File: src/rtl/nand_ecc_pkg.sv
package nand_ecc_pkg;

   localparam logic [7:0] MODE_DATA    = 8'h94;
   localparam logic [7:0] MODE_CALC    = 8'hB4;
   localparam logic [7:0] MODE_RESULT  = 8'hD4;
   localparam logic [7:0] MODE_ECC_CLR = 8'hF4;

   localparam int CP_W = 6;

   // Column parity of one byte: bit 2j covers positions with bit j clear,
   // bit 2j+1 covers positions with bit j set.
   function automatic logic [CP_W-1:0] col_parity(input logic [7:0] b);
      logic [CP_W-1:0] r;
      r = '0;
      for (int j = 0; j < 3; j++) begin
         for (int p = 0; p < 8; p++) begin
            if (((p >> j) & 1) == 1) r[2*j+1] = r[2*j+1] ^ b[p];
            else                     r[2*j]   = r[2*j]   ^ b[p];
         end
      end
      return r;
   endfunction

endpackage

File: src/rtl/nand_ecc_half_acc.sv
module nand_ecc_half_acc
   import nand_ecc_pkg::*;
#(
   parameter int IDX_W = 8,
   localparam int LP_W = 2 * IDX_W
) (
   input  logic             clk_i,
   input  logic             rst_ni,
   input  logic             clr_i,
   input  logic             en_i,
   input  logic [IDX_W-1:0] idx_i,
   input  logic [7:0]       byte_i,
   output logic [LP_W-1:0]  lp_o,
   output logic [CP_W-1:0]  cp_o
);

   logic [LP_W-1:0] lp_q, lp_nxt;
   logic [CP_W-1:0] cp_q;
   logic            row_par;

   always_comb begin
      row_par = ^byte_i;
      for (int k = 0; k < IDX_W; k++) begin
         lp_nxt[2*k]   = lp_q[2*k]   ^ (row_par & ~idx_i[k]);
         lp_nxt[2*k+1] = lp_q[2*k+1] ^ (row_par &  idx_i[k]);
      end
   end

   always_ff @(posedge clk_i or negedge rst_ni) begin
      if (!rst_ni) begin
         lp_q <= '0;
         cp_q <= '0;
      end else if (clr_i) begin
         lp_q <= '0;
         cp_q <= '0;
      end else if (en_i) begin
         lp_q <= lp_nxt;
         cp_q <= cp_q ^ col_parity(byte_i);
      end
   end

   assign lp_o = lp_q;
   assign cp_o = cp_q;

   // a clear leaves empty parity on the next edge
   a_r2_clear_empties: assert property (@(posedge clk_i) disable iff (!rst_ni)
      clr_i |=> (lp_q == '0 && cp_q == '0));

   // without enable the parity holds
   a_r3_idle_holds: assert property (@(posedge clk_i) disable iff (!rst_ni)
      (!en_i && !clr_i) |=> ($stable(lp_q) && $stable(cp_q)));

endmodule

File: src/rtl/nand_ecc_ctrl.sv
module nand_ecc_ctrl
   import nand_ecc_pkg::*;
#(
   parameter int IDX_W = 8,
   parameter int RD_WORDS = 3,
   localparam int CNT_W = IDX_W + 2,
   localparam int RI_W = $clog2(RD_WORDS)
) (
   input  logic             clk_i,
   input  logic             rst_ni,
   input  logic             mode_wr_i,
   input  logic [7:0]       mode_i,
   input  logic             byte_vld_i,
   input  logic             rd_en_i,
   output logic             clr_o,
   output logic             acc_en_o,
   output logic             half_sel_o,
   output logic [IDX_W-1:0] byte_idx_o,
   output logic [RI_W-1:0]  rd_idx_o,
   output logic             res_mode_o,
   output logic [7:0]       mode_o
);

   localparam logic [CNT_W-1:0] SECTOR_BYTES = CNT_W'(1) << (IDX_W + 1);
   localparam logic [RI_W-1:0]  LAST_WORD    = RI_W'(RD_WORDS - 1);

   logic [7:0]       mode_q;
   logic [CNT_W-1:0] cnt_q;
   logic [RI_W-1:0]  idx_q;

   assign clr_o      = mode_wr_i && (mode_i == MODE_ECC_CLR);
   assign res_mode_o = (mode_q == MODE_RESULT);
   assign acc_en_o   = (mode_q == MODE_CALC) && byte_vld_i &&
                       (cnt_q < SECTOR_BYTES) && !clr_o;
   assign half_sel_o = cnt_q[IDX_W];
   assign byte_idx_o = cnt_q[IDX_W-1:0];
   assign rd_idx_o   = idx_q;
   assign mode_o     = mode_q;

   always_ff @(posedge clk_i or negedge rst_ni) begin
      if (!rst_ni) begin
         cnt_q <= '0;
      end else if (clr_o) begin
         cnt_q <= '0;
      end else if (acc_en_o) begin
         cnt_q <= cnt_q + 1'b1;
      end
   end

   always_ff @(posedge clk_i or negedge rst_ni) begin
      if (!rst_ni) begin
         mode_q <= MODE_DATA;
         idx_q  <= '0;
      end else if (mode_wr_i) begin
         mode_q <= mode_i;
         if (mode_i == MODE_RESULT) idx_q <= '0;
      end else if (rd_en_i && res_mode_o) begin
         if (idx_q == LAST_WORD) begin
            mode_q <= MODE_DATA;
            idx_q  <= '0;
         end else begin
            idx_q <= idx_q + 1'b1;
         end
      end
   end

   // the counter never runs past the sector end
   a_r7_cnt_bound: assert property (@(posedge clk_i) disable iff (!rst_ni)
      cnt_q <= SECTOR_BYTES);

   // the counter is frozen outside accumulate mode
   a_r3_cnt_frozen: assert property (@(posedge clk_i) disable iff (!rst_ni)
      (mode_q != MODE_CALC && !mode_wr_i) |=> $stable(cnt_q));

   // read index stays inside the word sequence
   a_r8_idx_range: assert property (@(posedge clk_i) disable iff (!rst_ni)
      idx_q <= LAST_WORD);

   // the last result read returns to data mode
   a_r9_back_to_data: assert property (@(posedge clk_i) disable iff (!rst_ni)
      (rd_en_i && res_mode_o && idx_q == LAST_WORD && !mode_wr_i)
      |=> (mode_q == MODE_DATA));

   // entering result mode restarts at the first word
   a_r10_restart: assert property (@(posedge clk_i) disable iff (!rst_ni)
      (mode_wr_i && mode_i == MODE_RESULT) |=> (idx_q == '0 && res_mode_o));

endmodule

File: src/rtl/nand_ecc_result_mux.sv
module nand_ecc_result_mux
   import nand_ecc_pkg::*;
#(
   parameter int LP_W = 16,
   parameter int RI_W = 2
) (
   input  logic            res_mode_i,
   input  logic [RI_W-1:0] idx_i,
   input  logic [LP_W-1:0] lp0_i,
   input  logic [CP_W-1:0] cp0_i,
   input  logic [LP_W-1:0] lp1_i,
   input  logic [CP_W-1:0] cp1_i,
   output logic [15:0]     rd_data_o
);

   localparam int HB = LP_W / 2;

   logic [HB-1:0] a0, b0, a1, b1;
   logic [7:0]    c0, c1;

   assign a0 = ~lp0_i[HB-1:0];
   assign b0 = ~lp0_i[LP_W-1:HB];
   assign a1 = ~lp1_i[HB-1:0];
   assign b1 = ~lp1_i[LP_W-1:HB];
   assign c0 = {~cp0_i, 2'b11};
   assign c1 = {~cp1_i, 2'b11};

   always_comb begin
      rd_data_o = '0;
      if (res_mode_i) begin
         case (idx_i)
            RI_W'(0): rd_data_o = {a0, b0};
            RI_W'(1): rd_data_o = {a1, c0};
            RI_W'(2): rd_data_o = {c1, b1};
            default:  rd_data_o = '0;
         endcase
      end
   end

endmodule

File: src/rtl/nand_ecc_gen.sv
module nand_ecc_gen
   import nand_ecc_pkg::*;
#(
   parameter int IDX_W = 8,
   localparam int LP_W = 2 * IDX_W,
   localparam int NUM_HALVES = 2,
   localparam int RD_WORDS = 3,
   localparam int RI_W = $clog2(RD_WORDS)
) (
   input  logic        clk_i,
   input  logic        rst_ni,
   input  logic        mode_wr_i,
   input  logic [7:0]  mode_i,
   input  logic        byte_vld_i,
   input  logic [7:0]  byte_i,
   input  logic        rd_en_i,
   output logic [15:0] rd_data_o,
   output logic [7:0]  mode_o
);

   if (IDX_W != 8) begin : g_bad_idx
      $error("IDX_W must be 8: the result words pack 8-bit line-parity bytes");
   end

   logic             clr, acc_en, half_sel, res_mode;
   logic [IDX_W-1:0] byte_idx;
   logic [RI_W-1:0]  rd_idx;
   logic [LP_W-1:0]  lp [NUM_HALVES];
   logic [CP_W-1:0]  cp [NUM_HALVES];

   nand_ecc_ctrl #(.IDX_W(IDX_W), .RD_WORDS(RD_WORDS)) ctrl_i (
      .clk_i      (clk_i),
      .rst_ni     (rst_ni),
      .mode_wr_i  (mode_wr_i),
      .mode_i     (mode_i),
      .byte_vld_i (byte_vld_i),
      .rd_en_i    (rd_en_i),
      .clr_o      (clr),
      .acc_en_o   (acc_en),
      .half_sel_o (half_sel),
      .byte_idx_o (byte_idx),
      .rd_idx_o   (rd_idx),
      .res_mode_o (res_mode),
      .mode_o     (mode_o)
   );

   for (genvar h = 0; h < NUM_HALVES; h++) begin : g_half
      nand_ecc_half_acc #(.IDX_W(IDX_W)) acc_i (
         .clk_i  (clk_i),
         .rst_ni (rst_ni),
         .clr_i  (clr),
         .en_i   (acc_en && (half_sel == 1'(h))),
         .idx_i  (byte_idx),
         .byte_i (byte_i),
         .lp_o   (lp[h]),
         .cp_o   (cp[h])
      );
   end

   nand_ecc_result_mux #(.LP_W(LP_W), .RI_W(RI_W)) mux_i (
      .res_mode_i (res_mode),
      .idx_i      (rd_idx),
      .lp0_i      (lp[0]),
      .cp0_i      (cp[0]),
      .lp1_i      (lp[1]),
      .cp1_i      (cp[1]),
      .rd_data_o  (rd_data_o)
   );

endmodule

File: config.mk
export PLATFORM = sky130hd
export DESIGN_NAME = nand_ecc_gen
export DESIGN_NICKNAME = d
export VERILOG_FILES = /design/src/rtl/nand_ecc_pkg.sv /design/src/rtl/nand_ecc_half_acc.sv /design/src/rtl/nand_ecc_ctrl.sv /design/src/rtl/nand_ecc_result_mux.sv /design/src/rtl/nand_ecc_gen.sv
export SDC_FILE = /design/constraint.sdc
export NUM_CORES = 1
export LEC_CHECK = 0
export BUFFER_PORTS_ARGS = -buffer_cell sky130_fd_sc_hd__buf_4
export CELL_PAD_IN_SITES_DETAIL_PLACEMENT = 1
export CELL_PAD_IN_SITES_GLOBAL_PLACEMENT = 1
export CORE_AREA = 2 2 92 94
export CTS_BUF_LIST = sky130_fd_sc_hd__clkbuf_16
export DETAILED_ROUTE_END_ITERATION = 6
export DIE_AREA = 0 0 94 96
export GPL_TIMING_DRIVEN = 0
export PLACE_DENSITY_LB_ADDON = 0.1
export RECOVER_POWER = 50
export SLEW_MARGIN = 15
export SYNTH_ARGS = -nofsm -noshare
export SYNTH_HDL_FRONTEND = slang
export SYNTH_SLANG_ARGS = --single-unit
File: constraint.sdc
create_clock -name clk_i -period 3.1 [get_ports clk_i]
set_clock_uncertainty 0.2 [all_clocks]
set_input_delay 0.31 -clock clk_i [delete_from_list [all_inputs] [get_ports clk_i]]
set_output_delay 0.31 -clock clk_i [all_outputs]
set_load 0.03 [all_outputs]
==> flow_summary_export.csv, run 1 <==
group,metric,value,unit
run_status,status,"finished, violations left",
run_status,failed_checks,"max-capacitance violations, max-slew violations",
sta,whs,0.0125,ns
clocking,cts_buffer_depth,2,
worst_setup_path,critPathLaunchType,"register",
grt,grt_max_degree,65,
final_layout,final_util,0.531,
sta,finalSetupViolCount,0,
grt,grt_pass1_vias,3391,
min_path,hp-start,"mode_i[6]",
sta,fin_crit_sh,0.950,
grt,grtUsageTotal,0.276,
synth,synth_seq_cells,64,
final_layout,nNetsFinal,444,
final_layout,final_cell_mix,"61 x dfrtp_1, 38 x a21oi_1, 38 x buf_4",
sta,worst_pin_slew,1.68,ns
floorplan,die_h,96,µm
synth,ys_seq_area_frac,0.454,
worst_setup_path,reg2reg_depth,7,
worst_setup_path,critPathMaxFanout,10,
grt,use_met2,0.459,
clocking,ctsRootBufferMaster,"clkbuf_16",
sta,drv_slew,65,
min_path,hold_depth,3,
sta,hold_viol,0,
worst_setup_path,r2r_setup_slack,0.26,ns
worst_setup_path,end_kind,"primary output",
final_layout,fill_cells,939,
worst_setup_path,worstSetupPathType,"register to primary output",
min_path,holdPathEnd,"ctrl_i.mode_o[6]$_DFFE_PN0P_",
final_layout,drive_above_1_share,0.197,
detailed_routing,postRouteAntennaNets,0,
sta,fmax,339,MHz
sta,finalSetupTns,0,ns
synth,async_flop_share,1.00,
floorplan,io_pins,45,
power,p_leak,1.82,nW
placement,placed_cells,514,
worst_setup_path,crit_required,2.59,ns
floorplan,die_area,9020,µm²
worst_setup_path,cp_data_arrival_time,2.44,ns
detailed_routing,firstDrtPassIters,4,
detailed_routing,viasPerCell,6.08,
placement,post-dp-hpwl,7940,µm
clocking,clk_pin_slew,0.05,ns
floorplan,coreArea,8050,µm²
grt,grt_use_met3,0.0681,
power,fin_total_pwr,2.32,mW
worst_setup_path,reg2reg_from,"ctrl_i.mode_o[2]$_DFFE_PN1P_",
placement,gp_routability_congestion,0.852,
detailed_routing,wl_per_cell,21.9,µm
sta,slew_headroom,-0.117,
synth,yosysWarnings,0,
grt,met1_usage,0.350,
clocking,cts_buffers,9,
power,powerDensity,542,nW/µm²
detailed_routing,drt_wl_total,11600,µm
sta,timing.final.ws_setup,0.154,ns
final_layout,final_common_cell,"dfrtp_1",
sta,finalCriticalPeriod,2.95,ns
clocking,clk_latency,0.34,ns
synth,syn-num-nets,388,
detailed_routing,drc,0,
grt,grt_overflow_total,0,
power,peakVddDrop,333,µV
synth,synth-edff-count,0,
job,cap_violations,1,
detailed_routing,vias,3234,
sta,grt_setup_unrepaired,"no",
clocking,ctsHtreeMaxLevel,3,
synth,netlist_area,3530,µm²
final_layout,syn_to_final_growth,21.0,%
placement,dp_worst_setup_slack,-0.110,ns
final_layout,fin_cells,532,
grt,antenna_found_initial,0,
floorplan,die_x,94,µm
final_layout,diodes,0,
clocking,cts_sinks,64,
synth,ys.flop_type,"dfrtp_1",
worst_setup_path,r2r_end,"g_half[0].acc_i.lp_o[11]$_DFFE_PN0P_",
grt,busiest_layer,"met2",
detailed_routing,drtIter0Drc,185,
synth,synthCells,366,
final_layout,finalInstanceArea,4280,µm²
synth,yosys.cell_types.count,38,
placement,postPlaceCellArea,3990,µm²
floorplan,initial_core_util,0.439,
placement,io_buffer_count,43,
grt,grt_pass1_wl,18400,µm
min_path,hold_class,"input pin to register",
synth,syn_area_per_cell,9.65,µm²
floorplan,num_rows,33,
clocking,tritoncts,"yes",
[Yosys cell counts (2+ instances only)]
cell type | n | share of area
a21oi_1 | 38 | 0.054
a221oi_1 | 4 | 0.0099
and3_1 | 2 | 0.0035
buf_1 | 3 | 0.0032
buf_2 | 2 | 0.0028
clkbuf_1 | 23 | 0.024
dfrtp_1 | 61 | 0.43
dfstp_2 | 3 | 0.022
inv_1 | 11 | 0.012
mux2_2 | 19 | 0.061
nand2_1 | 20 | 0.021
nand2b_1 | 2 | 0.0035
nand3_1 | 7 | 0.0099
nand4_1 | 3 | 0.0053
nor2_1 | 29 | 0.031
nor3_1 | 3 | 0.0042
nor4_1 | 2 | 0.0035
o21ai_0 | 14 | 0.020
o22a_1 | 12 | 0.030
o31ai_1 | 27 | 0.057
or3_1 | 12 | 0.021
or4_1 | 26 | 0.055
xnor2_1 | 21 | 0.052
xor2_1 | 8 | 0.020
[cell families (layout without fill, tap and decap cells)]
group / count (synthesis) / after routing / share of synthesized area
adder cells (fa/ha/maj): 1 / 1 / 0.00354
multiplexers: 20 / 20 / 0.0634
XOR/XNOR: 29 / 29 / 0.0719
AO/OA/AOI/OAI: 97 / 97 / 0.175
buffers and inverters: 40 / 101 / 0.0453
flip-flops: 64 / 64 / 0.454
AND/OR/NAND/NOR: 115 / 115 / 0.187
[worst max-delay path by stage]
stage,from,to,slack [ns],depth (start not counted)
5_1_grt,ctrl_i.mode_o[2]$_DFFE_PN1P_,rd_data_o[7],0.04,6
2_1_floorplan,ctrl_i.mode_o[2]$_DFFE_PN1P_,rd_data_o[0],0.20,4
3_3_place_gp,byte_i[1],g_half[0].acc_i.lp_o[3]$_DFFE_PN0P_,0.08,8
6_report,ctrl_i.mode_o[2]$_DFFE_PN1P_,rd_data_o[13],0.15,6
3_5_place_dp,byte_i[1],g_half[0].acc_i.lp_o[1]$_DFFE_PN0P_,-0.11,8
4_1_cts,ctrl_i.mode_o[2]$_DFFE_PN1P_,rd_data_o[13],0.007,6
[area by class of cell]
type / count / area (µm²) / share of cell area
Inverter: 11 / 41.3 / 0.00966
Multi-Input combinational cell: 262 / 1780 / 0.416
Clock inverter: 7 / 55.1 / 0.0129
Tap cell: 105 / 131 / 0.0307
Clock buffer: 9 / 225 / 0.0527
Sequential cell: 64 / 1610 / 0.375
Buffer: 29 / 121 / 0.0284
Timing Repair Buffer: 45 / 319 / 0.0746
[what timing repair did]
action	4_1_cts	5_1_grt
buffers inserted	1	0
pin swaps	1	0
endpoints found under the setup margin	14	13
hold buffers	1	0
resized for setup	2	3
endpoints found under the hold margin	61	0
[worst max-delay path, cell delays in order (launching register included)]
cell,delay (ns)
dfstp_2,0.53
or4b_4,0.52
nor3_2,0.24
nand3_2,0.24
buf_2,0.27
nor2_1,0.14
buf_4,0.17
[where the power goes]
part / switching [mW] / total, mW / leakage (nW) / internal (mW)
Sequential: 0.0460 / 0.931 / 0.837 / 0.885
Combinational: 0.289 / 0.398 / 0.837 / 0.109
Clock: 0.380 / 0.988 / 0.147 / 0.608
Total: 0.715 / 2.32 / 1.82 / 1.60
[state kept, by name (all words and copies together), names as in the netlist]
signal and cells:
g_half.acc_i.lp_o 32, g_half.acc_i.cp_o 12, ctrl_i.cnt_q 10, ctrl_i.mode_o 8
ctrl_i.rd_idx_o 2
[routing by layer]
| layer | vias up | part of all wire |
|---|---|---|
| met5 | - | 0 |
| met1 | 1656 | 0.42 |
| met4 | 0 | 0.022 |
| met3 | 18 | 0.059 |
| li1 | 1461 | - |
| met2 | 99 | 0.50 |
Power figures use the tool's default switching activity.
==> inputs of run 2 (changes only) <==
--- a/config.mk
+++ b/config.mk
@@ -8,10 +8,10 @@
 export BUFFER_PORTS_ARGS = -buffer_cell sky130_fd_sc_hd__buf_4
 export CELL_PAD_IN_SITES_DETAIL_PLACEMENT = 1
 export CELL_PAD_IN_SITES_GLOBAL_PLACEMENT = 1
-export CORE_AREA = 2 2 92 94
+export CORE_AREA = 2 2 97 99
 export CTS_BUF_LIST = sky130_fd_sc_hd__clkbuf_16
 export DETAILED_ROUTE_END_ITERATION = 6
-export DIE_AREA = 0 0 94 96
+export DIE_AREA = 0 0 99 101
 export GPL_TIMING_DRIVEN = 0
 export PLACE_DENSITY_LB_ADDON = 0.1
 export RECOVER_POWER = 50
==> constraint.sdc (replaced) <==
create_clock -name clk_i -period 2.7 [get_ports clk_i]
set_clock_uncertainty 0.2 [all_clocks]
set_input_delay 0.27 -clock clk_i [delete_from_list [all_inputs] [get_ports clk_i]]
set_output_delay 0.27 -clock clk_i [all_outputs]
set_load 0.03 [all_outputs]
==> flow_summary_export.csv, run 2 (synthesized netlist as in run 1, its figures left out) <==
group,metric,value,unit
run_status,status,"finished, violations left",
run_status,failed_checks,"max-capacitance violations, max-slew violations, negative setup slack",
clocking,cts_sinks,64,
power,fin_total_pwr,2.60,mW
sta,finalSetupTns,-0.113,ns
floorplan,initial_core_util,0.393,
worst_setup_path,worstSetupPathType,"register to primary output",
sta,worst_pin_slew,1.66,ns
sta,grt_setup_unrepaired,"yes",
detailed_routing,postRouteAntennaNets,0,
final_layout,final_cell_mix,"61 x dfrtp_1, 38 x a21oi_1, 28 x buf_4",
clocking,ctsHtreeMaxLevel,3,
sta,finalSetupViolCount,8,
final_layout,fill_cells,1006,
sta,finalCriticalPeriod,2.75,ns
power,peakVddDrop,274,µV
detailed_routing,drc,0,
grt,grt_overflow_total,0,
detailed_routing,firstDrtPassIters,4,
power,p_leak,1.97,nW
job,cap_violations,1,
detailed_routing,viasPerCell,5.80,
detailed_routing,drtIter0Drc,112,
grt,grt_pass1_wl,19100,µm
sta,timing.final.ws_setup,-0.0478,ns
placement,io_buffer_count,43,
worst_setup_path,critPathMaxFanout,8,
final_layout,largest_register_ffs,32,
min_path,hold_class,"input pin to register",
final_layout,drive_above_1_share,0.268,
sta,slew_headroom,-0.107,
floorplan,die_area,10000,µm²
floorplan,die_x,99,µm
power,powerDensity,564,nW/µm²
worst_setup_path,cp_cell_sequence,"or4b_4 -> nor3_4 -> nand3_4 -> clkbuf_16 -> nor2_4 -> buf_6",
final_layout,final_common_cell,"dfrtp_1",
worst_setup_path,end_kind,"primary output",
floorplan,die_h,101,µm
worst_setup_path,critPathLaunchType,"register",
detailed_routing,vias,3201,
detailed_routing,wl_per_cell,21.8,µm
worst_setup_path,crit_family,"simple AND/OR/NAND/NOR gates",
placement,placed_cells,520,
clocking,tritoncts,"yes",
clocking,clk_latency,0.34,ns
clocking,cts_buffer_depth,2,
clocking,ctsRootBufferMaster,"clkbuf_16",
sta,hold_viol,0,
grt,antenna_found_initial,0,
placement,post-dp-hpwl,7960,µm
placement,dp_worst_setup_slack,-0.470,ns
sta,fmax,364,MHz
worst_setup_path,critPathBufInv,2,
worst_setup_path,crit_required,2.23,ns
final_layout,nNetsFinal,459,
sta,fin_crit_sh,1.02,
final_layout,final_util,0.513,
grt,grtUsageTotal,0.254,
placement,postPlaceCellArea,4020,µm²
placement,gp_routability_congestion,0.785,
worst_setup_path,cp_data_arrival_time,2.28,ns
grt,grt_max_degree,65,
worst_setup_path,critPathMaxStageDelay,0.52,ns
final_layout,diodes,0,
detailed_routing,drt_wl_total,12100,µm
grt,grt_pass1_vias,3403,
clocking,cts_buffers,9,
final_layout,finalInstanceArea,4610,µm²
floorplan,io_pins,45,
sta,drv_slew,65,
sta,whs,0.117,ns
floorplan,num_rows,35,
clocking,clk_pin_slew,0.06,ns
floorplan,coreArea,8980,µm²
final_layout,fin_cells,552,
worst_setup_path,slowest_stage,"dfstp_2",
final_layout,syn_to_final_growth,30.5,%
-- run 2: cell count changes in the layout (fill, tap and decap cells not counted), moves of 3 or more --
cell and change:
clkbuf_1 -9, buf_2 +3, nor2_1 -10, clkbuf_4 +5
buf_6 +10, dlygate4sd3_1 +8, a221oi_2 +4, a221oi_1 -4
buf_4 -10, nor2_4 +10, clkbuf_2 +7
-- run 2: tightest hold or removal path, cell delays in order --
cell     delay, ns
buf_4         0.11
nand2_1       0.05
o21ai_0       0.10
nand2_1       0.08
-- run 2: repair_timing --
item	in CTS	in global routing
endpoints found under the hold margin	69	0
hold buffers	9	0
gates resized for setup	34	22
setup endpoints to repair	50	64
pin swaps	10	3
cloned	1	0
buffers inserted	4	4
-- run 2: power by group --
group | total, mW | switching [mW] | internal, mW
combinational | 0.487 | 0.344 | 0.143
clock | 1.04 | 0.441 | 0.603
sequential | 1.07 | 0.0525 | 1.02
total | 2.60 | 0.838 | 1.76
-- run 2: layout make-up --
cell class / count / area [µm²] / share of cell area
tap: 111 / 139 / 0.0301
clock inverter: 6 / 28.8 / 0.00624
clock buffer: 9 / 225 / 0.0489
buffer: 28 / 151 / 0.0329
sequential: 64 / 1610 / 0.348
timing repair buffer: 61 / 507 / 0.110
inverter: 11 / 41.3 / 0.00896
multi-input combinational: 262 / 1910 / 0.415
-- run 2: routing by layer --
metal | wire length, µm | GRT usage | vias to the layer above
met2 | 6100 | 0.413 | 68
li1 | - | - | 1495
met4 | 186 | 0.0727 | 0
met5 | 0 | 0 | -
met3 | 483 | 0.0458 | 15
met1 | 5280 | 0.348 | 1623
-- run 2: worst paths after layout --
path / to / cells after the start / slack [ns] / startpoint
max in group asynchronous: ctrl_i.cnt_q[1]$_DFFE_PN0P_ / 2 / 0.60 / rst_ni
max reg2reg: g_half[0].acc_i.lp_o[12]$_DFFE_PN0P_ / 7 / 0.11 / ctrl_i.mode_o[2]$_DFFE_PN1P_
max: rd_data_o[14] / 6 / -0.05 / ctrl_i.mode_o[2]$_DFFE_PN1P_
min: ctrl_i.mode_o[6]$_DFFE_PN0P_ / 4 / 0.12 / rd_en_i
min reg2reg: ctrl_i.cnt_q[9]$_DFFE_PN0P_ / 2 / 0.31 / ctrl_i.cnt_q[9]$_DFFE_PN0P_
min in group asynchronous: g_half[0].acc_i.lp_o[15]$_DFFE_PN0P_ / 2 / 0.71 / rst_ni
